==> config.mk <==
export PLATFORM = sky130hd
export DESIGN_NAME = lut_ramp_seq
export DESIGN_NICKNAME = d
export VERILOG_FILES = /design/src/rtl/lut_ramp_seq_pkg.sv /design/src/rtl/lut_ramp_table.sv /design/src/rtl/lut_ramp_chan_cfg.sv /design/src/rtl/lut_ramp_chan_fsm.sv /design/src/rtl/lut_ramp_seq.sv
export SDC_FILE = /design/constraint.sdc
export NUM_CORES = 2
export LEC_CHECK = 0
export BUFFER_PORTS_ARGS = -buffer_cell sky130_fd_sc_hd__buf_2
export CAP_MARGIN = 20
export CORE_UTILIZATION = 40
export DETAILED_ROUTE_END_ITERATION = 16
export GPL_ROUTABILITY_DRIVEN = 1
export PLACE_DENSITY = 0.54
export SETUP_SLACK_MARGIN = 0.4
export SYNTH_ARGS = -nofsm -noshare
export SYNTH_HDL_FRONTEND = slang
export SYNTH_SLANG_ARGS = --single-unit
==> constraint.sdc <==
create_clock -name clk -period 7.6 [get_ports clk]
set_input_delay 1.9 -clock clk [delete_from_list [all_inputs] [get_ports clk]]
set_output_delay 1.9 -clock clk [all_outputs]
set_load 0.005 [all_outputs]
==> src/rtl/lut_ramp_seq_pkg.sv <==
package lut_ramp_seq_pkg;

  localparam int FIELD_W = 9;
  localparam int STEP_W  = 9;
  localparam int CNT_W   = 8;

  localparam logic [2:0] SEL_MODE  = 3'd0;
  localparam logic [2:0] SEL_LO    = 3'd1;
  localparam logic [2:0] SEL_HI    = 3'd2;
  localparam logic [2:0] SEL_STEP  = 3'd3;
  localparam logic [2:0] SEL_HICNT = 3'd4;
  localparam logic [2:0] SEL_LOCNT = 3'd5;

  // packed MSB first: fwd is bit 4, lo_wait is bit 0
  typedef struct packed {
    logic fwd;
    logic rpt;
    logic bounce;
    logic hi_wait;
    logic lo_wait;
  } ramp_mode_t;

  typedef enum logic [1:0] {
    SEQ_IDLE  = 2'd0,
    SEQ_STEP  = 2'd1,
    SEQ_PAUSE = 2'd2,
    SEQ_HOLD  = 2'd3
  } seq_state_e;

endpackage

==> src/rtl/lut_ramp_table.sv <==
module lut_ramp_table #(
  parameter int DEPTH    = 64,
  parameter int DUTY_W   = 9,
  parameter int RD_PORTS = 3,
  localparam int AW      = $clog2(DEPTH)
) (
  input  logic                       clk,
  input  logic                       we,
  input  logic [AW-1:0]              waddr,
  input  logic [DUTY_W-1:0]          wdata,
  input  logic [RD_PORTS*AW-1:0]     raddr,
  output logic [RD_PORTS*DUTY_W-1:0] rdata
);

  logic [DUTY_W-1:0] mem_q [DEPTH];

  always_ff @(posedge clk) begin
    if (we) begin
      mem_q[waddr] <= wdata;
    end
  end

  for (genvar p = 0; p < RD_PORTS; p++) begin : g_rd
    assign rdata[p*DUTY_W +: DUTY_W] = mem_q[raddr[p*AW +: AW]];
  end

endmodule

==> src/rtl/lut_ramp_chan_cfg.sv <==
module lut_ramp_chan_cfg
  import lut_ramp_seq_pkg::*;
#(
  parameter int DEPTH = 64,
  localparam int AW   = $clog2(DEPTH)
) (
  input  logic               clk,
  input  logic               rst_n,
  input  logic               wr_en,
  input  logic [2:0]         wr_sel,
  input  logic [FIELD_W-1:0] wr_data,
  output ramp_mode_t         mode,
  output logic [AW-1:0]      lo_idx,
  output logic [AW-1:0]      hi_idx,
  output logic [STEP_W-1:0]  step_len,
  output logic [CNT_W-1:0]   hi_cnt,
  output logic [CNT_W-1:0]   lo_cnt
);

  localparam logic [AW-1:0] LAST_IDX = AW'(DEPTH - 1);

  ramp_mode_t        mode_q;
  logic [AW-1:0]     lo_q, hi_q;
  logic [STEP_W-1:0] step_q;
  logic [CNT_W-1:0]  hic_q, loc_q;

  logic en_mode, en_lo, en_hi, en_step, en_hic, en_loc;

  always_comb begin
    en_mode = wr_en && (wr_sel == SEL_MODE);
    en_lo   = wr_en && (wr_sel == SEL_LO);
    en_hi   = wr_en && (wr_sel == SEL_HI);
    en_step = wr_en && (wr_sel == SEL_STEP);
    en_hic  = wr_en && (wr_sel == SEL_HICNT);
    en_loc  = wr_en && (wr_sel == SEL_LOCNT);
  end

  always_ff @(posedge clk or negedge rst_n) begin
    if (!rst_n) begin
      mode_q <= '0;
      lo_q   <= '0;
      hi_q   <= '0;
      step_q <= '0;
      hic_q  <= '0;
      loc_q  <= '0;
    end else begin
      if (en_mode) mode_q <= ramp_mode_t'(wr_data[4:0]);
      if (en_lo)   lo_q   <= wr_data[AW-1:0];
      if (en_hi)   hi_q   <= wr_data[AW-1:0];
      if (en_step) step_q <= wr_data[STEP_W-1:0];
      if (en_hic)  hic_q  <= wr_data[CNT_W-1:0];
      if (en_loc)  loc_q  <= wr_data[CNT_W-1:0];
    end
  end

  // an empty or inverted window widens to the whole table
  always_comb begin
    mode     = mode_q;
    step_len = step_q;
    hi_cnt   = hic_q;
    lo_cnt   = loc_q;
    if (lo_q < hi_q) begin
      lo_idx = lo_q;
      hi_idx = hi_q;
    end else begin
      lo_idx = '0;
      hi_idx = LAST_IDX;
    end
  end

endmodule

==> src/rtl/lut_ramp_chan_fsm.sv <==
module lut_ramp_chan_fsm
  import lut_ramp_seq_pkg::*;
#(
  parameter int DEPTH = 64,
  localparam int AW   = $clog2(DEPTH)
) (
  input  logic              clk,
  input  logic              rst_n,
  input  logic              tick,
  input  logic              launch,
  input  logic              halt,
  input  ramp_mode_t        mode,
  input  logic [AW-1:0]     lo_idx,
  input  logic [AW-1:0]     hi_idx,
  input  logic [STEP_W-1:0] step_len,
  input  logic [CNT_W-1:0]  hi_cnt,
  input  logic [CNT_W-1:0]  lo_cnt,
  output logic [AW-1:0]     idx_o,
  output logic              busy_o,
  output logic              done_o
);

  localparam logic [AW-1:0] IDX_ONE = AW'(1);

  seq_state_e        state_q, state_d;
  logic [AW-1:0]     idx_q, idx_d;
  logic              up_q, up_d;
  logic [STEP_W-1:0] ms_q, ms_d;
  logic [CNT_W-1:0]  pc_q, pc_d;

  logic [STEP_W:0]   ms_inc;
  logic [CNT_W:0]    pc_inc;
  logic              step_last, at_hi, at_lo, pause_here, pause_last;
  logic [CNT_W-1:0]  pause_len;
  logic [AW-1:0]     adv_idx;
  logic              adv_up, adv_fin, seg_end;

  // dwell counters
  always_comb begin
    ms_inc     = {1'b0, ms_q} + {{STEP_W{1'b0}}, 1'b1};
    pc_inc     = {1'b0, pc_q} + {{CNT_W{1'b0}}, 1'b1};
    step_last  = tick && (ms_inc >= {1'b0, step_len});
    at_hi      = (idx_q == hi_idx);
    at_lo      = (idx_q == lo_idx);
    pause_len  = at_hi ? hi_cnt : lo_cnt;
    pause_here = (at_hi && mode.hi_wait && (hi_cnt != '0)) ||
                 (at_lo && mode.lo_wait && (lo_cnt != '0));
    pause_last = (pc_inc >= {1'b0, pause_len});
  end

  // where the walk goes after the current entry
  always_comb begin
    adv_idx = idx_q;
    adv_up  = up_q;
    adv_fin = 1'b0;
    if (mode.bounce) begin
      if (up_q) begin
        if (at_hi) begin
          if (!mode.fwd && !mode.rpt) adv_fin = 1'b1;
          else begin
            adv_up  = 1'b0;
            adv_idx = hi_idx - IDX_ONE;
          end
        end else begin
          adv_idx = idx_q + IDX_ONE;
        end
      end else begin
        if (at_lo) begin
          if (mode.fwd && !mode.rpt) adv_fin = 1'b1;
          else begin
            adv_up  = 1'b1;
            adv_idx = lo_idx + IDX_ONE;
          end
        end else begin
          adv_idx = idx_q - IDX_ONE;
        end
      end
    end else if (mode.fwd) begin
      if (at_hi) begin
        if (mode.rpt) adv_idx = lo_idx;
        else          adv_fin = 1'b1;
      end else begin
        adv_idx = idx_q + IDX_ONE;
      end
    end else begin
      if (at_lo) begin
        if (mode.rpt) adv_idx = hi_idx;
        else          adv_fin = 1'b1;
      end else begin
        adv_idx = idx_q - IDX_ONE;
      end
    end
  end

  // next state
  always_comb begin
    state_d = state_q;
    idx_d   = idx_q;
    up_d    = up_q;
    ms_d    = ms_q;
    pc_d    = pc_q;
    seg_end = 1'b0;
    if (launch) begin
      state_d = SEQ_STEP;
      idx_d   = mode.fwd ? lo_idx : hi_idx;
      up_d    = mode.fwd;
      ms_d    = '0;
      pc_d    = '0;
    end else if (halt) begin
      state_d = SEQ_IDLE;
      ms_d    = '0;
      pc_d    = '0;
    end else begin
      case (state_q)
        SEQ_STEP: begin
          if (tick) begin
            if (step_last) begin
              ms_d = '0;
              if (pause_here) begin
                state_d = SEQ_PAUSE;
                pc_d    = '0;
              end else begin
                seg_end = 1'b1;
              end
            end else begin
              ms_d = ms_inc[STEP_W-1:0];
            end
          end
        end
        SEQ_PAUSE: begin
          if (tick) begin
            if (step_last) begin
              ms_d = '0;
              if (pause_last) seg_end = 1'b1;
              else            pc_d = pc_inc[CNT_W-1:0];
            end else begin
              ms_d = ms_inc[STEP_W-1:0];
            end
          end
        end
        default: ;
      endcase
      if (seg_end) begin
        if (adv_fin) begin
          state_d = SEQ_HOLD;
        end else begin
          state_d = SEQ_STEP;
          idx_d   = adv_idx;
          up_d    = adv_up;
        end
      end
    end
  end

  always_ff @(posedge clk or negedge rst_n) begin
    if (!rst_n) begin
      state_q <= SEQ_IDLE;
      idx_q   <= '0;
      up_q    <= 1'b0;
      ms_q    <= '0;
      pc_q    <= '0;
    end else begin
      state_q <= state_d;
      idx_q   <= idx_d;
      up_q    <= up_d;
      ms_q    <= ms_d;
      pc_q    <= pc_d;
    end
  end

  assign idx_o  = idx_q;
  assign busy_o = (state_q == SEQ_STEP) || (state_q == SEQ_PAUSE);
  assign done_o = (state_q == SEQ_HOLD);

endmodule

==> src/rtl/lut_ramp_seq.sv <==
module lut_ramp_seq
  import lut_ramp_seq_pkg::*;
#(
  parameter int NUM_CH    = 3,
  parameter int TBL_DEPTH = 64,
  parameter int DUTY_W    = 9,
  localparam int AW       = $clog2(TBL_DEPTH),
  localparam int CH_W     = $clog2(NUM_CH)
) (
  input  logic                     clk,
  input  logic                     rst_n,
  input  logic                     tick_ms,
  input  logic                     cfg_we,
  input  logic [CH_W-1:0]          cfg_ch,
  input  logic [2:0]               cfg_sel,
  input  logic [FIELD_W-1:0]       cfg_wdata,
  input  logic                     tbl_we,
  input  logic [AW-1:0]            tbl_addr,
  input  logic [DUTY_W-1:0]        tbl_wdata,
  input  logic                     start_we,
  input  logic [NUM_CH-1:0]        start_mask,
  output logic [NUM_CH*DUTY_W-1:0] duty_o,
  output logic [NUM_CH-1:0]        busy_o,
  output logic [NUM_CH-1:0]        done_o
);

  logic rst_meta_q, rst_sync_q;

  always_ff @(posedge clk or negedge rst_n) begin
    if (!rst_n) begin
      rst_meta_q <= 1'b0;
      rst_sync_q <= 1'b0;
    end else begin
      rst_meta_q <= 1'b1;
      rst_sync_q <= rst_meta_q;
    end
  end

  logic [NUM_CH*AW-1:0]     rd_addr;
  logic [NUM_CH*DUTY_W-1:0] rd_data;

  lut_ramp_table #(
    .DEPTH    (TBL_DEPTH),
    .DUTY_W   (DUTY_W),
    .RD_PORTS (NUM_CH)
  ) u_table (
    .clk   (clk),
    .we    (tbl_we),
    .waddr (tbl_addr),
    .wdata (tbl_wdata),
    .raddr (rd_addr),
    .rdata (rd_data)
  );

  for (genvar c = 0; c < NUM_CH; c++) begin : g_ch
    ramp_mode_t        mode;
    logic [AW-1:0]     lo_idx, hi_idx, idx;
    logic [STEP_W-1:0] step_len;
    logic [CNT_W-1:0]  hi_cnt, lo_cnt;
    logic              sel_wr, launch, busy, done;

    assign sel_wr = cfg_we && (cfg_ch == CH_W'(c));
    assign launch = start_we && start_mask[c];

    lut_ramp_chan_cfg #(.DEPTH(TBL_DEPTH)) u_cfg (
      .clk      (clk),
      .rst_n    (rst_sync_q),
      .wr_en    (sel_wr),
      .wr_sel   (cfg_sel),
      .wr_data  (cfg_wdata),
      .mode     (mode),
      .lo_idx   (lo_idx),
      .hi_idx   (hi_idx),
      .step_len (step_len),
      .hi_cnt   (hi_cnt),
      .lo_cnt   (lo_cnt)
    );

    lut_ramp_chan_fsm #(.DEPTH(TBL_DEPTH)) u_fsm (
      .clk      (clk),
      .rst_n    (rst_sync_q),
      .tick     (tick_ms),
      .launch   (launch),
      .halt     (sel_wr),
      .mode     (mode),
      .lo_idx   (lo_idx),
      .hi_idx   (hi_idx),
      .step_len (step_len),
      .hi_cnt   (hi_cnt),
      .lo_cnt   (lo_cnt),
      .idx_o    (idx),
      .busy_o   (busy),
      .done_o   (done)
    );

    assign rd_addr[c*AW +: AW]         = idx;
    assign duty_o[c*DUTY_W +: DUTY_W]  = (busy || done) ? rd_data[c*DUTY_W +: DUTY_W] : '0;
    assign busy_o[c]                   = busy;
    assign done_o[c]                   = done;
  end

endmodule

# == After elaboration in Yosys (flattened, before gate mapping) ==
# Memory sizes are Yosys's and may differ from the RTL's.
# Cells that the tools add are included.
# word_totals
output_inout_bits,33
memories,1
in_bits,38
regBits,206
word_cells,458
mem_bits_rw,576
# mem_list
memory,depth,width,read_ports,rd_clocked_by_memory_dff,write_ports,line,rtl
u_table.mem_q,64,9,3,0,1,lut_ramp_table.sv:15,logic [DUTY_W-1:0] mem_q [DEPTH];
# op_classes
magnitude_cmp,9
add_sub_neg,18
eq_ne,58
n_mux,212
reduce_logical,113
# ops
cell,n
two-way mux 6 bit,54
two-way mux 8 bit,27
two-way mux 9 bit,18
two-way mux 1 bit,83
nonzero test 4 bit,15
two-way mux 2 bit,24
one-hot mux 8 bit (2 select lines),3
nonzero test 8 bit,6
logical AND 1 bit,45
!= test 5 bit (second input constant),9
AND reduction 7 bit,6
adder 6 x 1 -> 6 bit (second input constant),6
== test 6 bit,6
!= test 4 x 3 -> 1 bit (second input constant),9
!= test 4 bit (second input constant),9
subtractor 6 x 1 -> 6 bit (second input constant),6
adder 9 x 1 -> 10 bit (second input constant),3
>= comparator 10 x 9 -> 1 bit,3
adder 8 x 1 -> 9 bit (second input constant),3
>= comparator 9 x 8 -> 1 bit,3
AND reduction 4 bit,6
less-than comparator 6 bit,3
nonzero test 3 bit,6
!= test 5 x 4 -> 1 bit (second input constant),3
14 further kinds,54

# == Longest topological paths before layout ==
# logic_depth
ltp_word,15
mapped_depth,24
ltp_nobuf,21

# == Cells and area by module ==
# Synthesis repeated with hierarchy kept, for this count alone.
# unflattened
hier_cells,3385
hier_area_um2,47259.1
# modules_own_cells
mod,instances,seq_area_each_um2,area_each_um2,cells_per_inst
lut_ramp_table,1,17296.6,31844.3,1795
lut_ramp_chan_fsm (g_ch[0].u_fsm ...),2,650.6,3035.4,376
lut_ramp_chan_cfg,3,1051.0,1923.1,139
lut_ramp_chan_fsm (g_ch[2].u_fsm),1,650.6,3161.8,373
lut_ramp_seq,1,50.0,412.9,48

# == Worst setup path before layout ==
# Ideal clock, no wire load.
# synth_path
path_kind,register to output
from,register g_ch[2].u_fsm.idx_q[0]
to,output port duty_o[18]
required_time_ns,5.700
path_buffers,3
arrival_time_ns,3.059
path_slack_ns,2.641
stages_incl_launch_ff,8
path_cell_list,dfrtp_1 > clkbuf_1 > clkbuf_1 > buf_1 > mux4_2 > mux4_2 > mux4_2 > nor2b_1
# synth_via
elab_chain_cells,2
# synth_lines
element,line,rtl
start: declaration,lut_ramp_chan_fsm.sv:26,"logic [AW-1:0] idx_q, idx_d;"
start signal: assignment,lut_ramp_chan_fsm.sv:164,idx_q <= idx_d;
memory (64 x 9 bit),n/a,
two-way mux 9 bit,lut_ramp_seq.sv:97,assign duty_o[c*DUTY_W +: DUTY_W] = (busy || done) ? rd_data[c*DUTY_W +: DUTY_W] : '0;
end: declaration,lut_ramp_seq.sv:22,"output logic [NUM_CH*DUTY_W-1:0] duty_o,"
# No other way between the ends.

# == Worst setup path after layout ==
# layout_path
from,register g_ch[1].u_fsm.idx_q[1]
to,output port duty_o[10]
# layout_via
elab_chain_cells,2
# layout_lines
element,line
start: declaration,lut_ramp_chan_fsm.sv:26
start signal: assignment,lut_ramp_chan_fsm.sv:164
memory (64 x 9 bit),n/a
two-way mux 9 bit,lut_ramp_seq.sv:97
# No other way between the ends.

==> impl_results.md <==
- Synthesized area per cell: 15.22 sq um
- Sink Count: 782
- Power density over cell area: 365.4 mW/mm^2
- Worst Clk Skew: 44.18 ps
- CTS root buffer: clkbuf_16
- Total Power: 18730 uW
- Vias in the first global route: 29930
- Critical path fanouts, max: 38
- Full die area: 0.1163 sq mm
- Largest net degree at the start of global routing: 154
- I/O pins: 71
- H-tree depth: 3
- CP required: 5700 ps
- Drt pass-1 iters: 8
- Layout cells sized above 1: 0.3366
- Max-cap violations: 0
- FP Rows: 124
- Num CTS Buffers: 89
- Clock Latency Late Sink: 710 ps
- VDD IR max: 0.0002068 V
- Top post-synthesis cells by count: edfxtp_1, mux4_2, dfrtp_1
- Post-route clock period utilization: 0.8092
- Setup-failing EPs final: 0
- Worst slew margin: 0.2435
- Per-cell routed wire length: 31.43 um
- Pins over their slew limit: 0
- Residual DRC count: 0
- Total negative slack: 0 ps
- CP endpoint kind: output pin
- WL final: 145100 um
- Final hold vios: 0
- DR vias: 29840
- Count leader, synth: edfxtp_1
- CTS max path bufs: 3
- Worst slew pin tran: 1134 ps
- Area Overhead vs Synth: 11.44%
- Leakage power: 0.01774 uW
- Worst Path Arrival: 4250 ps
- Setup Buffers After CTS: 0
- Status: finished, final reports clean
- Worst min-delay path category: reg2reg
- Fmax: 162.6 MHz
- Ys Warns: 0
- Post-DP HPWL: 94780 um
- Die height: 341.1 um
- Largest cells by area after synthesis: edfxtp_1, mux4_2, dfrtp_1
- Hold Slack: 365.0 ps
- Post-synth EDFFs: 576
- First-pass GRT wire length: 211900 um
- Share of the synthesized area in the top cell type: 0.3761
- Unique masters post-synth: 100
- RSZ-0062 raised after global routing: false
- CTS tree: yes
- Initial Util: 0.4027
- Routability cong.: 0.8772
- Synth Net Count: 3155
- Ys flop type: edfxtp_1
- Synthesized instance count: 3021
- Post-DRT Antenna Nets: 0
- DP Worst Slack: 1655 ps
- Post-CTS Hold Buffers: 0
- PostCTS Resize Cnt: 0
- Synth area leader: edfxtp_1
- Final Core Density: 0.4488
- Chip width: 341.1 um
- Startpoint types: flop
- Yosys reg bits: 782
- CORE AREA: 0.1142 sq mm
- R2R depth: 21
- Final #Nets: 3167
- Setup CP Type: reg2out
- Clk slew on worst S/H paths: 50 ps
- Initial DRC Count: 3641
- Final min period: 6150 ps
- Via-to-Cell Ratio: 6.464
- Async S/R FF share, synth: 0.2634
- Sequential area share after synthesis: 0.4882
- Setup ws final: 1450 ps
- Post-synthesis cell area: 0.04599 sq mm
- IO Port Bufs: 70
- Hold-critical path depth: 0
- Tot GR Track Use: 0.2505
- Grt total ovfl: 0
- Antenna violations before repair: 9
[cells in the final DEF (no fill, tap or decap), types with 9 or more instances in the layout]
| master | n |
|---|---|
| a211oi_1 | 30 |
| a21o_1 | 22 |
| a21oi_1 | 55 |
| a22o_1 | 13 |
| a31oi_1 | 22 |
| and3_1 | 19 |
| buf_12 | 20 |
| buf_2 | 70 |
| buf_4 | 59 |
| bufinv_16 | 11 |
| clkbuf_1 | 23 |
| clkbuf_16 | 89 |
| clkinv_1 | 11 |
| clkinv_2 | 12 |
| dfrtp_1 | 192 |
| dfrtp_4 | 11 |
| edfxtp_1 | 576 |
| ha_1 | 96 |
| inv_1 | 80 |
| mux2_2 | 115 |
| mux2i_1 | 53 |
| mux4_2 | 559 |
| nand2_1 | 168 |
| nand2b_1 | 32 |
| nand3_1 | 91 |
| nand4_1 | 12 |
| nor2_1 | 130 |
| nor2_2 | 31 |
| nor2b_1 | 35 |
| nor3_1 | 30 |
| nor3b_1 | 9 |
| o211ai_1 | 25 |
| o21ai_0 | 99 |
| xnor2_1 | 67 |
| xor2_1 | 40 |
[logic make-up (layout without fill, tap and decap cells)]
family	Yosys count	in the layout	share of synthesized area
DFF	782	782	0.4882
muxes	735	735	0.3158
and+or+nand+nor	618	618	0.06540
AOI/OAI and AO/OA	368	368	0.05564
buffers and inverters	314	395	0.02838
xor gates and xnor gates	107	107	0.02038
adders and majority gates	96	96	0.02612
other	1	3	0.00008154
[flip-flops by register name (all words and copies together), names as in the netlist]
name	count
g_ch.u_fsm.state_q	6
g_ch.u_cfg.lo_cnt	24
g_ch.u_fsm.pc_q	24
g_ch.u_cfg.mode	15
rst_sync_q	1
g_ch.u_cfg.hi_cnt	24
g_ch.u_cfg.hi_q	18
rst_meta_q	1
g_ch.u_fsm.ms_q	27
g_ch.u_fsm.up_q	3
g_ch.u_cfg.step_len	27
g_ch.u_cfg.lo_q	18
g_ch.u_fsm.idx_o	18
u_table.mem_q	576
[critical path, cell delays in order (launching register included)]
cell	delay [ps]
dfrtp_4	920
buf_4	450
mux4_2	420
mux4_2	490
mux2i_1	640
a211oi_1	320
buf_2	210
[path summary, 6_finish.rpt]
| path | end | slack [ps] | startpoint |
|---|---|---|---|
| worst max-delay path | duty_o[10] | 1450 | g_ch[1].u_fsm.idx_o[1] |
| min in group asynchronous | g_ch[0].u_fsm.ms_q[8] | 370 | rst_sync_q |
| worst min register to register | rst_sync_q | 360 | rst_meta_q |
| worst min-delay path | rst_sync_q | 360 | rst_meta_q |
| worst max register to register | g_ch[1].u_fsm.idx_o[0] | 1590 | g_ch[1].u_cfg.hi_q[3] |
| max in group asynchronous | g_ch[2].u_fsm.idx_o[0] | 5790 | rst_sync_q |
[stage by stage]
stage / cell area (sq um) / std cells
6_report: 51250 / 4616
5_1_grt: 51240 / 4614
4_1_cts: 51120 / 4607
3_5_place_dp: 48140 / 4447
3_3_place_gp: 48080 / 4443
2_1_floorplan: 45990 / 3021
[power breakdown]
group,leakage (uW),switching (uW),total (uW),internal [uW]
logic,0.00850,4360,8550,4190
registers,0.00780,901,5730,4830
clock network,0.00143,1870,4450,2580
total,0.0177,7130,18700,11600
[area by class of cell]
cell class,instances,area [sq um]
inverter,82,307.8
fill,9989,62940
antenna,2,5.005
clock inverter,45,620.6
timing repair buffer,153,1254
multi-input combinational,1925,22320
sequential,782,22500
tap,1512,1892
clock buffer,115,2355
[layer usage]
| layer | GRT usage | part of all wire | vias to the layer above | wire length (um) |
|---|---|---|---|---|
| met3 | 0.05108 | 0.093 | 257 | 13420 |
| met4 | 0.08006 | 0.031 | 8 | 4527 |
| met1 | 0.3482 | 0.40 | 15820 | 58540 |
| met5 | 0 | 0.00034 | - | 50 |
| li1 | - | - | 12290 | - |
| met2 | 0.3948 | 0.47 | 1456 | 68530 |
Power figures use the tool's default switching activity.
